--- config.mk ---
export PLATFORM = sky130hd
export DESIGN_NAME = pnp_cfg_decoder
export DESIGN_NICKNAME = d
export VERILOG_FILES = /design/src/rtl/pnp_cfg_pkg.sv /design/src/rtl/pnp_unlock_fsm.sv /design/src/rtl/pnp_cfg_regs.sv /design/src/rtl/pnp_bar_match.sv /design/src/rtl/pnp_cfg_decoder.sv
export SDC_FILE = /design/constraint.sdc
export NUM_CORES = 1
export LEC_CHECK = 0
export BUFFER_PORTS_ARGS = -buffer_cell sky130_fd_sc_hd__buf_2
export CORE_ASPECT_RATIO = 1.1
export CORE_MARGIN = 1.5
export CORE_UTILIZATION = 55
export CTS_BUF_LIST = sky130_fd_sc_hd__clkbuf_8
export CTS_CLUSTER_DIAMETER = 150
export DETAILED_ROUTE_END_ITERATION = 6
export PLACE_DENSITY = 0.86
export SLEW_MARGIN = 30
export SYNTH_ARGS = -nofsm -noshare
export SYNTH_HDL_FRONTEND = slang
export SYNTH_HIERARCHICAL = 1
export SYNTH_SLANG_ARGS = --single-unit
--- constraint.sdc ---
create_clock -name clk -period 8.4 [get_ports clk]
set_input_delay 0.84 -clock clk [delete_from_list [all_inputs] [get_ports clk]]
set_output_delay 0.84 -clock clk [all_outputs]
set_load 0.005 [all_outputs]
--- src/rtl/pnp_cfg_pkg.sv ---
package pnp_cfg_pkg;
  localparam int ADDR_W = 16;
  localparam int LDN_W  = 4;
  localparam int NDEV   = 1 << LDN_W;

  localparam logic [7:0] MAGIC_OPEN  = 8'h55;
  localparam logic [7:0] MAGIC_CLOSE = 8'hAA;
  localparam logic [7:0] REG_LDN     = 8'h07;
  localparam logic [7:0] REG_ACT     = 8'h30;

  typedef struct packed {
    logic [7:0]        mask;
    logic              vld;
    logic [LDN_W-1:0]  ldn;
    logic [ADDR_W-1:0] base;
  } bar_ent_t;

  typedef enum logic {
    CFG_LOCKED = 1'b0,
    CFG_OPEN   = 1'b1
  } cfg_state_e;

  // byte view of an entry as software sees it
  function automatic logic [7:0] ent_byte(bar_ent_t e, logic [1:0] sel);
    logic [7:0] b;
    case (sel)
      2'd0:    b = e.mask;
      2'd1:    b = {e.vld, {(7-LDN_W){1'b0}}, e.ldn};
      2'd2:    b = e.base[7:0];
      default: b = e.base[15:8];
    endcase
    return b;
  endfunction
endpackage

--- src/rtl/pnp_unlock_fsm.sv ---
module pnp_unlock_fsm
  import pnp_cfg_pkg::*;
#(
  parameter logic [ADDR_W-1:0] CFG_BASE = 16'h002E
) (
  input  logic              clk,
  input  logic              rst_n,
  input  logic [ADDR_W-1:0] host_addr,
  input  logic              host_wr,
  input  logic [7:0]        host_wdata,
  output logic              cfg_open
);
  cfg_state_e state_q, state_d;
  logic       idx_wr;

  assign idx_wr = host_wr && (host_addr == CFG_BASE);

  always_comb begin
    state_d = state_q;
    case (state_q)
      CFG_LOCKED: if (idx_wr && host_wdata == MAGIC_OPEN)  state_d = CFG_OPEN;
      default:    if (idx_wr && host_wdata == MAGIC_CLOSE) state_d = CFG_LOCKED;
    endcase
  end

  always_ff @(posedge clk or negedge rst_n) begin
    if (!rst_n)      state_q <= CFG_LOCKED;
    else if (idx_wr) state_q <= state_d;
  end

  assign cfg_open = (state_q == CFG_OPEN);
endmodule

--- src/rtl/pnp_cfg_regs.sv ---
module pnp_cfg_regs
  import pnp_cfg_pkg::*;
#(
  parameter logic [ADDR_W-1:0] CFG_BASE = 16'h002E,
  parameter int                NENT     = 8,
  parameter logic [LDN_W-1:0]  TBL_LDN  = 4'hC,
  parameter logic [7:0]        TBL_BASE = 8'h60
) (
  input  logic                 clk,
  input  logic                 rst_n,
  input  logic                 cfg_open,
  input  logic [ADDR_W-1:0]    host_addr,
  input  logic                 host_wr,
  input  logic [7:0]           host_wdata,
  output logic [7:0]           idx_q,
  output logic [7:0]           cfg_rdata,
  output logic [NDEV-1:0]      act_q,
  output bar_ent_t [NENT-1:0]  ent_q
);
  localparam int         ENT_W    = (NENT > 1) ? $clog2(NENT) : 1;
  localparam logic [8:0] TBL_SPAN = 9'(4 * NENT);

  logic [7:0]          idx_d;
  logic [LDN_W-1:0]    ldn_q, ldn_d;
  logic [NDEV-1:0]     act_d;
  bar_ent_t [NENT-1:0] ent_d;

  logic             idx_we, dat_we, reg_en;
  logic [7:0]       ofs;
  logic             in_tbl, tbl_ok;
  logic [ENT_W-1:0] ent_no;

  assign idx_we = cfg_open && host_wr && (host_addr == CFG_BASE) && (host_wdata != MAGIC_CLOSE);
  assign dat_we = cfg_open && host_wr && (host_addr == CFG_BASE + 1'b1);
  assign reg_en = idx_we || dat_we;

  assign ofs    = idx_q - TBL_BASE;
  assign in_tbl = (idx_q >= TBL_BASE) && ({1'b0, ofs} < TBL_SPAN);
  assign ent_no = ofs[ENT_W+1:2];
  assign tbl_ok = (ldn_q == TBL_LDN) && act_q[TBL_LDN];

  // next state
  always_comb begin
    idx_d = idx_q;
    ldn_d = ldn_q;
    act_d = act_q;
    ent_d = ent_q;
    if (idx_we) idx_d = host_wdata;
    if (dat_we) begin
      if (idx_q == REG_LDN) ldn_d = host_wdata[LDN_W-1:0];
      if (idx_q == REG_ACT) act_d[ldn_q] = host_wdata[0];
      if (in_tbl && tbl_ok) begin
        case (ofs[1:0])
          2'd0: ent_d[ent_no].mask = host_wdata;
          2'd1: begin
            ent_d[ent_no].vld = host_wdata[7];
            ent_d[ent_no].ldn = host_wdata[LDN_W-1:0];
          end
          2'd2:    ent_d[ent_no].base[7:0]  = host_wdata;
          default: ent_d[ent_no].base[15:8] = host_wdata;
        endcase
      end
    end
  end

  // registers
  always_ff @(posedge clk or negedge rst_n) begin
    if (!rst_n) begin
      idx_q <= '0;
      ldn_q <= '0;
      act_q <= '0;
      ent_q <= '0;
    end else if (reg_en) begin
      idx_q <= idx_d;
      ldn_q <= ldn_d;
      act_q <= act_d;
      ent_q <= ent_d;
    end
  end

  // data port read view
  always_comb begin
    cfg_rdata = 8'h00;
    if (idx_q == REG_LDN)                       cfg_rdata = {{(8-LDN_W){1'b0}}, ldn_q};
    else if (idx_q == REG_ACT)                  cfg_rdata = {7'b0, act_q[ldn_q]};
    else if (in_tbl && (ldn_q == TBL_LDN))      cfg_rdata = ent_byte(ent_q[ent_no], ofs[1:0]);
  end
endmodule

--- src/rtl/pnp_bar_match.sv ---
module pnp_bar_match
  import pnp_cfg_pkg::*;
#(
  parameter int NENT = 8
) (
  input  bar_ent_t [NENT-1:0] ent,
  input  logic [NDEV-1:0]     act,
  input  logic [ADDR_W-1:0]   host_addr,
  input  logic                look_en,
  output logic                sel_hit,
  output logic [NDEV-1:0]     sel_onehot,
  output logic [7:0]          sel_offset
);
  localparam int ENT_W = (NENT > 1) ? $clog2(NENT) : 1;

  logic [NENT-1:0]  hit_v;
  logic [ENT_W-1:0] win;

  genvar g;
  generate
    for (g = 0; g < NENT; g++) begin : g_ent
      logic [ADDR_W-1:0] keep;
      assign keep     = ~{{(ADDR_W-8){1'b0}}, ent[g].mask};
      assign hit_v[g] = ent[g].vld && act[ent[g].ldn] && (ent[g].base != '0) &&
                        ((host_addr & keep) == (ent[g].base & keep));
    end
  endgenerate

  // lowest-numbered hit wins
  always_comb begin
    win = '0;
    for (int k = NENT - 1; k >= 0; k--) begin
      if (hit_v[k]) win = ENT_W'(k);
    end
  end

  assign sel_hit    = look_en && (|hit_v);
  assign sel_onehot = sel_hit ? (NDEV'(1) << ent[win].ldn) : '0;
  assign sel_offset = sel_hit ? (host_addr[7:0] & ent[win].mask) : 8'h00;
endmodule

--- src/rtl/pnp_cfg_decoder.sv ---
module pnp_cfg_decoder
  import pnp_cfg_pkg::*;
#(
  parameter logic [ADDR_W-1:0] CFG_BASE = 16'h002E,
  parameter int                NENT     = 8,
  parameter logic [LDN_W-1:0]  TBL_LDN  = 4'hC,
  parameter logic [7:0]        TBL_BASE = 8'h60
) (
  input  logic              clk,
  input  logic              rst_n,
  input  logic [15:0]       host_addr,
  input  logic              host_wr,
  input  logic              host_rd,
  input  logic [7:0]        host_wdata,
  output logic [7:0]        host_rdata,
  output logic              sel_hit,
  output logic [15:0]       sel_onehot,
  output logic [7:0]        sel_offset
);
  logic [1:0]          rst_sync_q;
  logic                rst_sync_n;
  logic                cfg_open;
  logic [7:0]          idx_q, cfg_rdata;
  logic [NDEV-1:0]     act_q;
  bar_ent_t [NENT-1:0] ent_q;

  // asynchronous assert, synchronous release
  always_ff @(posedge clk or negedge rst_n) begin
    if (!rst_n) rst_sync_q <= 2'b00;
    else        rst_sync_q <= {rst_sync_q[0], 1'b1};
  end
  assign rst_sync_n = rst_sync_q[1];

  pnp_unlock_fsm #(.CFG_BASE(CFG_BASE)) u_fsm (
    .clk(clk), .rst_n(rst_sync_n), .host_addr(host_addr),
    .host_wr(host_wr), .host_wdata(host_wdata), .cfg_open(cfg_open)
  );

  pnp_cfg_regs #(
    .CFG_BASE(CFG_BASE), .NENT(NENT), .TBL_LDN(TBL_LDN), .TBL_BASE(TBL_BASE)
  ) u_regs (
    .clk(clk), .rst_n(rst_sync_n), .cfg_open(cfg_open), .host_addr(host_addr),
    .host_wr(host_wr), .host_wdata(host_wdata), .idx_q(idx_q),
    .cfg_rdata(cfg_rdata), .act_q(act_q), .ent_q(ent_q)
  );

  pnp_bar_match #(.NENT(NENT)) u_match (
    .ent(ent_q), .act(act_q), .host_addr(host_addr),
    .look_en(!cfg_open && (host_rd || host_wr)),
    .sel_hit(sel_hit), .sel_onehot(sel_onehot), .sel_offset(sel_offset)
  );

  always_comb begin
    host_rdata = 8'hFF;
    if (cfg_open && host_addr == CFG_BASE)               host_rdata = idx_q;
    else if (cfg_open && host_addr == CFG_BASE + 1'b1)   host_rdata = cfg_rdata;
  end
endmodule

# Yosys cells after proc, flatten, opt, wreduce, memory -nomap -nowiden
# Cells that the tools add are included.
[totals]
register_bits = 263
output_inout_bits = 33
input_bits = 28
[classes]
n_reduce_logical = 58
n_mux = 60
eq_ne = 18
add_sub_neg = 1
order_cmp = 15
bitwise = 25
shifts = 1
[ops]
columns = ["operator", "n"]
rows = [
  ["$bwmux W232", 5],
  ["$pmux W232 S3", 1],
  ["$demux W29 S3", 5],
  ["$and A16 B16 Y16", 16],
  ["$bmux W29 S3", 2],
  ["$eq A16 B16 Y1", 8],
  ["$not A8 Y16", 8],
  ["$reduce_bool A16 Y1", 8],
  ["$mux W29", 3],
  ["$mux W8", 7],
  ["$lt A4 B5 Y1 const B", 9],
  ["$logic_and A1 B1 Y1", 41],
  ["$bmux W1 S4", 9],
  ["$eq A16 B6 Y1 const B", 2],
  ["$mux W16", 2],
  ["$mux W3", 8],
  ["$pmux W8 S3", 1],
  ["$mux W21", 1],
  ["$mux W20", 1],
  ["$bwmux W16", 1],
  ["$shl A1 B4 Y16 const A", 1],
  ["$mux W1", 13],
  ["$reduce_and A3 Y1", 3],
  ["$and A8 B8 Y8", 1],
  ["20 further kinds", 22],
]

# Longest topological paths before layout
# Gate-level depths: netlist of the first run.
[logic_depth]
word_depth = 17
depth_mapped = 14
mapped_depth_nobuf = 10

# Hierarchy
# Netlist of the first run, hierarchy kept.
[modules_own_cells]
columns = ["mod", "cells_per_inst", "instances", "area_each_um2", "seq_area_each_um2"]
rows = [
  ["pnp_cfg_regs", 872, 1, 12834.8, 6506.2],
  ["pnp_bar_match", 676, 1, 5091.1, 0.0],
  ["pnp_cfg_decoder", 28, 1, 240.2, 50.0],
  ["pnp_unlock_fsm", 16, 1, 136.4, 25.0],
]

# Worst setup path after synthesis of the first run
# No wires, ideal clock.
[synth_path]
kind = "input-to-output"
start = "input port host_addr[2]"
end = "output port sel_onehot[0]"
path_stages = 12
slack_ps = 4172
path_buffers = 2
required_ps = 7560
arrival_time_ps = 3388
path_cell_list = "buf_2 > xor2_1 > a222oi_1 > nor4b_2 > and4_1 > a21boi_2 > o21ai_2 > a21bo_1 > buf_6 > mux2_4 > a221o_1 > nor2_1"
[synth_via]
elab_chain_cells = 15
[synth_rtl]
columns = ["item", "line", "text"]
rows = [
  ["start: declaration", "pnp_cfg_decoder.sv:11", "input logic [15:0] host_addr,"],
  ["$and A16 B16 Y16", "pnp_bar_match.sv:25", "((host_addr & keep) == (ent[g].base & keep));"],
  ["$eq A16 B16 Y1", "pnp_bar_match.sv:25", ""],
  ["$logic_and A1 B1 Y1", "pnp_bar_match.sv:24", "assign hit_v[g] = ent[g].vld && act[ent[g].ldn] && (ent[g].base != '0) &&"],
  ["$mux W3 (8 in a row)", "pnp_bar_match.sv:33", "if (hit_v[k]) win = ENT_W'(k);"],
  ["$bmux W29 S3", "pnp_bar_match.sv:38", "assign sel_onehot = sel_hit ? (NDEV'(1) << ent[win].ldn) : '0;"],
  ["$mux W29 (not written as such)", "pnp_bar_match.sv:38", ""],
  ["$shl A1 B4 Y16", "pnp_bar_match.sv:38", ""],
  ["$mux W16 *", "pnp_bar_match.sv:38", ""],
  ["end: declaration", "pnp_cfg_decoder.sv:17", "output logic [15:0] sel_onehot,"],
]
# Mark *: on every way between the ends. The rest lies on a longest branch, timed or not. The select of a mux whose other input is x is not followed.

# Final worst setup path of the first run
[layout_path]
start = "input port host_addr[0]"
end = "output port sel_offset[7]"
[layout_via]
elab_chain_cells = 15
[layout_rtl]
columns = ["item", "line", "text"]
rows = [
  ["$and A16 B16 Y16", "pnp_bar_match.sv:25", ""],
  ["$eq A16 B16 Y1", "pnp_bar_match.sv:25", ""],
  ["$logic_and A1 B1 Y1", "pnp_bar_match.sv:24", ""],
  ["$mux W3 (8 in a row)", "pnp_bar_match.sv:33", ""],
  ["$bmux W29 S3", "pnp_bar_match.sv:39", "assign sel_offset = sel_hit ? (host_addr[7:0] & ent[win].mask) : 8'h00;"],
  ["$mux W29", "--", ""],
  ["$and A8 B8 Y8", "pnp_bar_match.sv:39", ""],
  ["$mux W8 *", "pnp_bar_match.sv:39", ""],
  ["end: declaration", "pnp_cfg_decoder.sv:18", "output logic [7:0] sel_offset"],
]
# Marked as above.

==> results of run 1 <==
-- how the worst max path moves through the flow --
stage | start | end | slack, ps | depth (start not counted)
6_report | host_addr[0] | sel_offset[7] | 1990 | 12
5_1_grt | host_addr[0] | sel_onehot[5] | 1930 | 12
4_1_cts | host_addr[0] | sel_offset[7] | 2310 | 12
3_5_place_dp | host_addr[0] | sel_offset[7] | 2310 | 12
3_3_place_gp | host_addr[0] | sel_offset[7] | 2490 | 12
2_1_floorplan | rst_sync_q[1] | u_fsm/cfg_open | 530 | 0
-- registers in the layout, summed over array words and instances (netlist names) --
| signal | flops |
|---|---|
| u_regs/act_q | 16 |
| u_regs/ent_q | 232 |
| rst_sync_q | 2 |
| u_regs/idx_q | 8 |
| u_fsm/cfg_open | 1 |
| u_regs/ldn_q | 4 |
-- worst max-delay path, stage by stage --
cell      delay (ps)
buf_2            630
xor2_1           140
a222oi_1         490
nor4b_1          280
nand4_1          850
and2_1           520
nand2_1           80
nand3_1          700
a211oi_1         480
nor3_1            90
o21a_1           280
buf_2            160
-- per-layer routing --
metal	vias up	wire, um
li1	6065	-
met1	7487	23530
met2	1199	30240
met3	335	6962
met4	4	4830
met5	-	24
-- cell usage after synthesis, types with 27 or more instances --
| library cell | number | share of area, % |
|---|---|---|
| xnor2_1 | 104 | 5.0 |
| clkbuf_1 | 56 | 1.1 |
| dfrtp_1 | 263 | 36 |
| mux2_1 | 27 | 1.7 |
| nand4_1 | 27 | 0.92 |
| buf_2 | 39 | 1.1 |
| nand2_1 | 80 | 1.6 |
| nand3_1 | 33 | 0.90 |
| nor4_1 | 67 | 2.3 |
| mux2i_1 | 59 | 3.2 |
| nor2_1 | 75 | 1.5 |
| mux4_2 | 85 | 10 |
| inv_1 | 31 | 0.64 |
| mux2_2 | 228 | 14 |
-- stage by stage --
step	hold slack, ps	setup slack (ps)	cells	total power, mW
5_1_grt	293.6	1927	2049	2.665
4_1_cts	11.08	2308	2046	2.586
3_3_place_gp	336.3	2487	1967	1.431
3_5_place_dp	340.2	2309	1968	1.434
6_report	254.4	1985	2049	2.582
2_1_floorplan	331.2	527.9	1592	1.380
-- area by class of cell --
| class | instances | area [sq um] |
|---|---|---|
| Clock inverter | 22 | 125.1 |
| Sequential cell | 263 | 6591 |
| Fill cell | 2598 | 12870 |
| Timing Repair Buffer | 78 | 510.5 |
| Clock buffer | 56 | 770.7 |
| Inverter | 32 | 120.1 |
| Tap cell | 426 | 533.0 |
| Multi-Input combinational cell | 1172 | 11020 |
-- cells by family after synthesis --
| family | count (synthesis) | synth area share (%) |
|---|---|---|
| AOI/OAI and AO/OA | 149 | 6.166 |
| xor gates and xnor gates | 129 | 6.173 |
| adders and majority gates | 1 | 0.06835 |
| buffers and inverters | 157 | 4.006 |
| DFF | 263 | 35.96 |
| muxes | 424 | 31.43 |
| other | 1 | 0.02049 |
| and+or+nand+nor | 468 | 16.18 |
-- report_power, final --
group	internal (mW)	leakage (nW)	switching (mW)
combinational	0.0402	4.11	0.109
sequential	1.27	3.67	0.00271
clock	0.629	0.507	0.534
total	1.94	8.28	0.645
-- what timing repair did --
item / in CTS / in global routing
endpoints found under the hold margin: 0 / 2
hold buffers: 0 / 1
setup buffers: 0 / 0
resized for setup: 0 / 0
==> flow_metrics.py, run 1 <==
metrics = {
    "outcome": {
        "status": "complete, no violations",
    },
    "clock_tree": {
        "cts.sinks": 263,
        "htree_levels": 2,
        "clk_pin_slew_ps": 60,
        "tritoncts": "done",
        "clockBufferDepth": 3,
        "cts_made_buffers": 45,
        "clock_latency_ps": 600,
        "cts_root_buf": "clkbuf_8",
    },
    "synthesis": {
        "yosysUniqueCellTypes": 78,
        "synth_edf_count": 0,
        "syn-num-nets": 1621,
        "syn_area_sq_um": 18300,
        "synth_seq_area_share_pct": 35.96,
        "syn_inst": 1592,
        "yosysWarnings": 6,
        "synthArstFlopShare_pct": 100.0,
        "avgSynthCellArea_sq_um": 11.50,
        "synth_flop_cell": "dfrtp_1",
        "ys_ff_latch": 263,
    },
    "timing": {
        "hold_violations": 0,
        "max_slew_margin_pct": 23.33,
        "period_share_pct": 76.36,
        "fin_crit_ps": 6415,
        "worstMarginPinSlew_ps": 1144,
        "rsz0062_at_grt": "no",
        "tns_ps": 0,
        "finalClockSkew_ps": 17.82,
        "setup_viol": 0,
        "slew_violations": 0,
        "maxClockFrequency_ghz": 0.1559,
    },
    "drt": {
        "wire_per_inst_um": 32.01,
        "drc": 0,
        "routed_via_density": 7.365,
        "drtIter0Drc": 2262,
        "vias": 15090,
        "routed_wl_mm": 65.58,
        "drtAntennaViolNets": 0,
        "dr.pass1.iters": 6,
    },
    "final_layout": {
        "stdcell_area_sq_um": 19670,
        "final_util_pct": 60.44,
        "mostFrequentLayoutCells": "259 x dfrtp_1, 228 x mux2_2, 104 x xnor2_1, 85 x mux4_2, 80 x nand2_1",
        "n_antenna_cell": 0,
        "final_common_cell": "dfrtp_1",
        "layout-drive-gt1-share_pct": 32.66,
        "nets": 1621,
        "area_growth_pct": 7.486,
    },
    "worst_setup_path": {
        "crit_type": "input port to output port",
        "rr_endpoint": "u_regs/ent_q[82]",
        "arrival_ps": 5570,
        "r2r_start": "u_fsm/cfg_open",
        "cp.required_ps": 7560,
        "crit_fanout": 21,
        "end_kind": "output port",
        "r2r_setup_slack_ps": 4690,
        "reg2reg_depth": 6,
        "startpoint_type": "input port",
    },
    "grt": {
        "top_usage_layer": "met2",
        "grt_use_total_pct": 38.30,
        "gr-total-overflow": 0,
        "grtUsageMet3_pct": 9.077,
        "grt_pass1_wl_mm": 97.26,
        "met1_usage_pct": 48.11,
        "grt_pass1_vias": 14870,
        "antenna_found_initial": 2,
        "gr-usage-met2_pct": 60.36,
        "grt_max_degree": 184,
    },
    "floorplan": {
        "coreArea_sq_um": 32550,
        "dieArea_sq_um": 34380,
        "die_h_um": 194.3,
        "initial_core_util_pct": 56.23,
        "rows": 69,
        "die-width_um": 176.9,
        "ios": 61,
    },
    "power": {
        "ir_drop_mv": 0.1684,
        "pwr_density_cell_nw_per_um2": 131.3,
        "p_leak_nw": 8.281,
    },
    "placement": {
        "placement.cell_area_sq_um": 18710,
        "place.gp.congestion": 1.015,
        "port-buffer-count": 60,
        "dp_hpwl_mm": 45.80,
    },
    "job": {
        "max_cap_viol_count": 0,
    },
    "worst_hold_path": {
        "hold_class": "flip-flop to async pin",
    },
}
(Power assumes the default switching activity.)
==> run 2, diff against run 1 <==
==> constraint.sdc (replaced) <==
create_clock -name clk -period 5.49 [get_ports clk]
set_input_delay 0.549 -clock clk [delete_from_list [all_inputs] [get_ports clk]]
set_output_delay 0.549 -clock clk [all_outputs]
set_load 0.005 [all_outputs]
==> flow_metrics.py, run 2 (synthesis results as in run 1) <==
metrics = {
    "timing": {
        "slew_violations": 0,
        "maxClockFrequency_ghz": 0.1874,
        "setup_viol": 0,
        "period_share_pct": 97.22,
        "hold_violations": 0,
        "tns_ps": 0,
        "worstMarginPinSlew_ps": 956.5,
        "fin_crit_ps": 5337,
        "rsz0062_at_grt": "no",
        "finalClockSkew_ps": 31.20,
        "max_slew_margin_pct": 34.58,
        "holdWs_ps": 249.4,
    },
    "worst_setup_path": {
        "reg2reg_depth": 6,
        "arrival_ps": 4790,
        "cp.required_ps": 4940,
        "rr_endpoint": "u_regs/ent_q[152]",
        "startpoint_type": "flip-flop",
        "end_kind": "output port",
        "r2r_start": "u_regs/idx_q[2]",
        "crit_fanout": 20,
        "crit_type": "flip-flop to output port",
        "r2r_setup_slack_ps": 1250,
        "critPathLaunch": "u_regs/act_q[12]",
        "endpoint": "sel_onehot[8]",
    },
    "floorplan": {
        "initial_core_util_pct": 56.23,
        "rows": 69,
        "dieArea_sq_um": 34380,
        "ios": 61,
        "coreArea_sq_um": 32550,
        "die-width_um": 176.9,
        "die_h_um": 194.3,
    },
    "placement": {
        "dp_cells": 1984,
        "place.gp.congestion": 1.085,
        "dp_hpwl_mm": 46.45,
        "placement.cell_area_sq_um": 18800,
        "port-buffer-count": 60,
    },
    "final_layout": {
        "largest_reg_flops": 232,
        "final.fill_count": 2606,
        "area_growth_pct": 7.841,
        "fin_cells": 2066,
        "layout-drive-gt1-share_pct": 33.07,
        "top_register": "u_regs/ent_q",
        "final_common_cell": "dfrtp_1",
        "nets": 1635,
        "final_util_pct": 60.64,
        "reg.largest.list": "u_regs/ent_q: 232 flops, u_regs/act_q: 16 flops, u_regs/idx_q: 8 flops",
        "stdcell_area_sq_um": 19740,
        "mostFrequentLayoutCells": "260 x dfrtp_1, 228 x mux2_2, 104 x xnor2_1, 85 x mux4_2, 80 x nand2_1",
    },
    "clock_tree": {
        "htree_levels": 2,
        "cts_made_buffers": 45,
        "clk_pin_slew_ps": 60,
        "tritoncts": "done",
        "postCtsSetupRepairBufs": 0,
        "clockBufferDepth": 3,
        "clock_latency_ps": 610,
        "cts_root_buf": "clkbuf_8",
        "cts.sinks": 263,
    },
    "drt": {
        "drtAntennaViolNets": 0,
        "wire_per_inst_um": 31.50,
        "vias": 15270,
        "dr.pass1.iters": 6,
        "routed_wl_mm": 65.08,
        "drtIter0Drc": 2136,
        "routed_via_density": 7.389,
        "drc": 0,
    },
    "power": {
        "ir_drop_mv": 0.1781,
        "p_leak_nw": 8.353,
        "pwr_density_cell_nw_per_um2": 200.9,
    },
    "grt": {
        "grt_pass1_wl_mm": 97.67,
        "grt_use_total_pct": 38.20,
        "gr-total-overflow": 0,
        "antenna_found_initial": 2,
        "grt_pass1_vias": 15290,
        "grt_max_degree": 153,
    },
    "outcome": {
        "status": "complete, no violations",
    },
    "worst_hold_path": {
        "hold_class": "input port to async pin",
    },
    "job": {
        "max_cap_viol_count": 0,
    },
}
[run 2: cell count changes in the layout (fill, tap and decap cells not counted), moves of 3 or more]
cell	change
buf_4	+16
inv_1	+3
clkinvlp_4	-3
buf_16	-3
a2111oi_0	+3
a2111oi_1	-3
clkbuf_8	-4
[run 2: worst min-delay path by stage]
stage	endpoint	start
detailed placement	u_regs/ent_q[153]	rst_sync_q[1]
finish	rst_sync_q[1]	rst_n
CTS	rst_sync_q[1]	rst_n
global placement	u_regs/ent_q[154]	rst_sync_q[1]
floorplan	rst_sync_q[0]	rst_n
global route	rst_sync_q[1]	rst_n
[run 2: timing repair]
item | in CTS | in global routing
hold buffers | 1 | 0
endpoints found under the setup margin | 0 | 1
resized for setup | 0 | 1
endpoints found under the hold margin | 2 | 0
[run 2: final cells by class]
cell class	instances	area (sq um)	area share, %
flip-flops and latches	263	6590	33.39
inverters	32	120.1	0.6086
clock inverters	28	190.2	0.9635
multi-input cells	1172	11030	55.87
well taps	426	533.0	2.700
diodes	1	2.502	0.01268
clock buffers	52	715.7	3.626
repair buffers	92	559.3	2.834
[run 2: critical path, cell delays in order, from the launching register on]
cell and delay (ps):
dfrtp_1 820, mux4_2 380, nand3_1 80, nand3_1 320, nand4_1 330, nand4_1 300
nor2b_4 490, buf_4 360, mux2_1 360, a22oi_1 280, o21a_1 260, nor2_1 80
buf_2 130
[run 2: layer usage]
layer  GRT usage (%)  part of all wire (%)
met2           59.77                    46
met3           9.409                    11
met1           46.68                    36
met5               0                 0.022
met4           25.58                   7.6
[run 2: per-stage QoR]
stage                     power (mW)  worst slack (ps)
after floorplan                2.111              1177
after global placement         2.192             621.4
after detailed placement       2.197             544.9
after CTS                      3.984             371.4
after global routing           4.090             37.03
final                          3.965             152.6
[run 2: power by group]
part / internal (mW) / switching [mW] / total (mW)
logic: 0.0598 / 0.166 / 0.225
clock network: 0.965 / 0.830 / 1.80
registers: 1.94 / 0.00444 / 1.94
total: 2.97 / 1.00 / 3.97
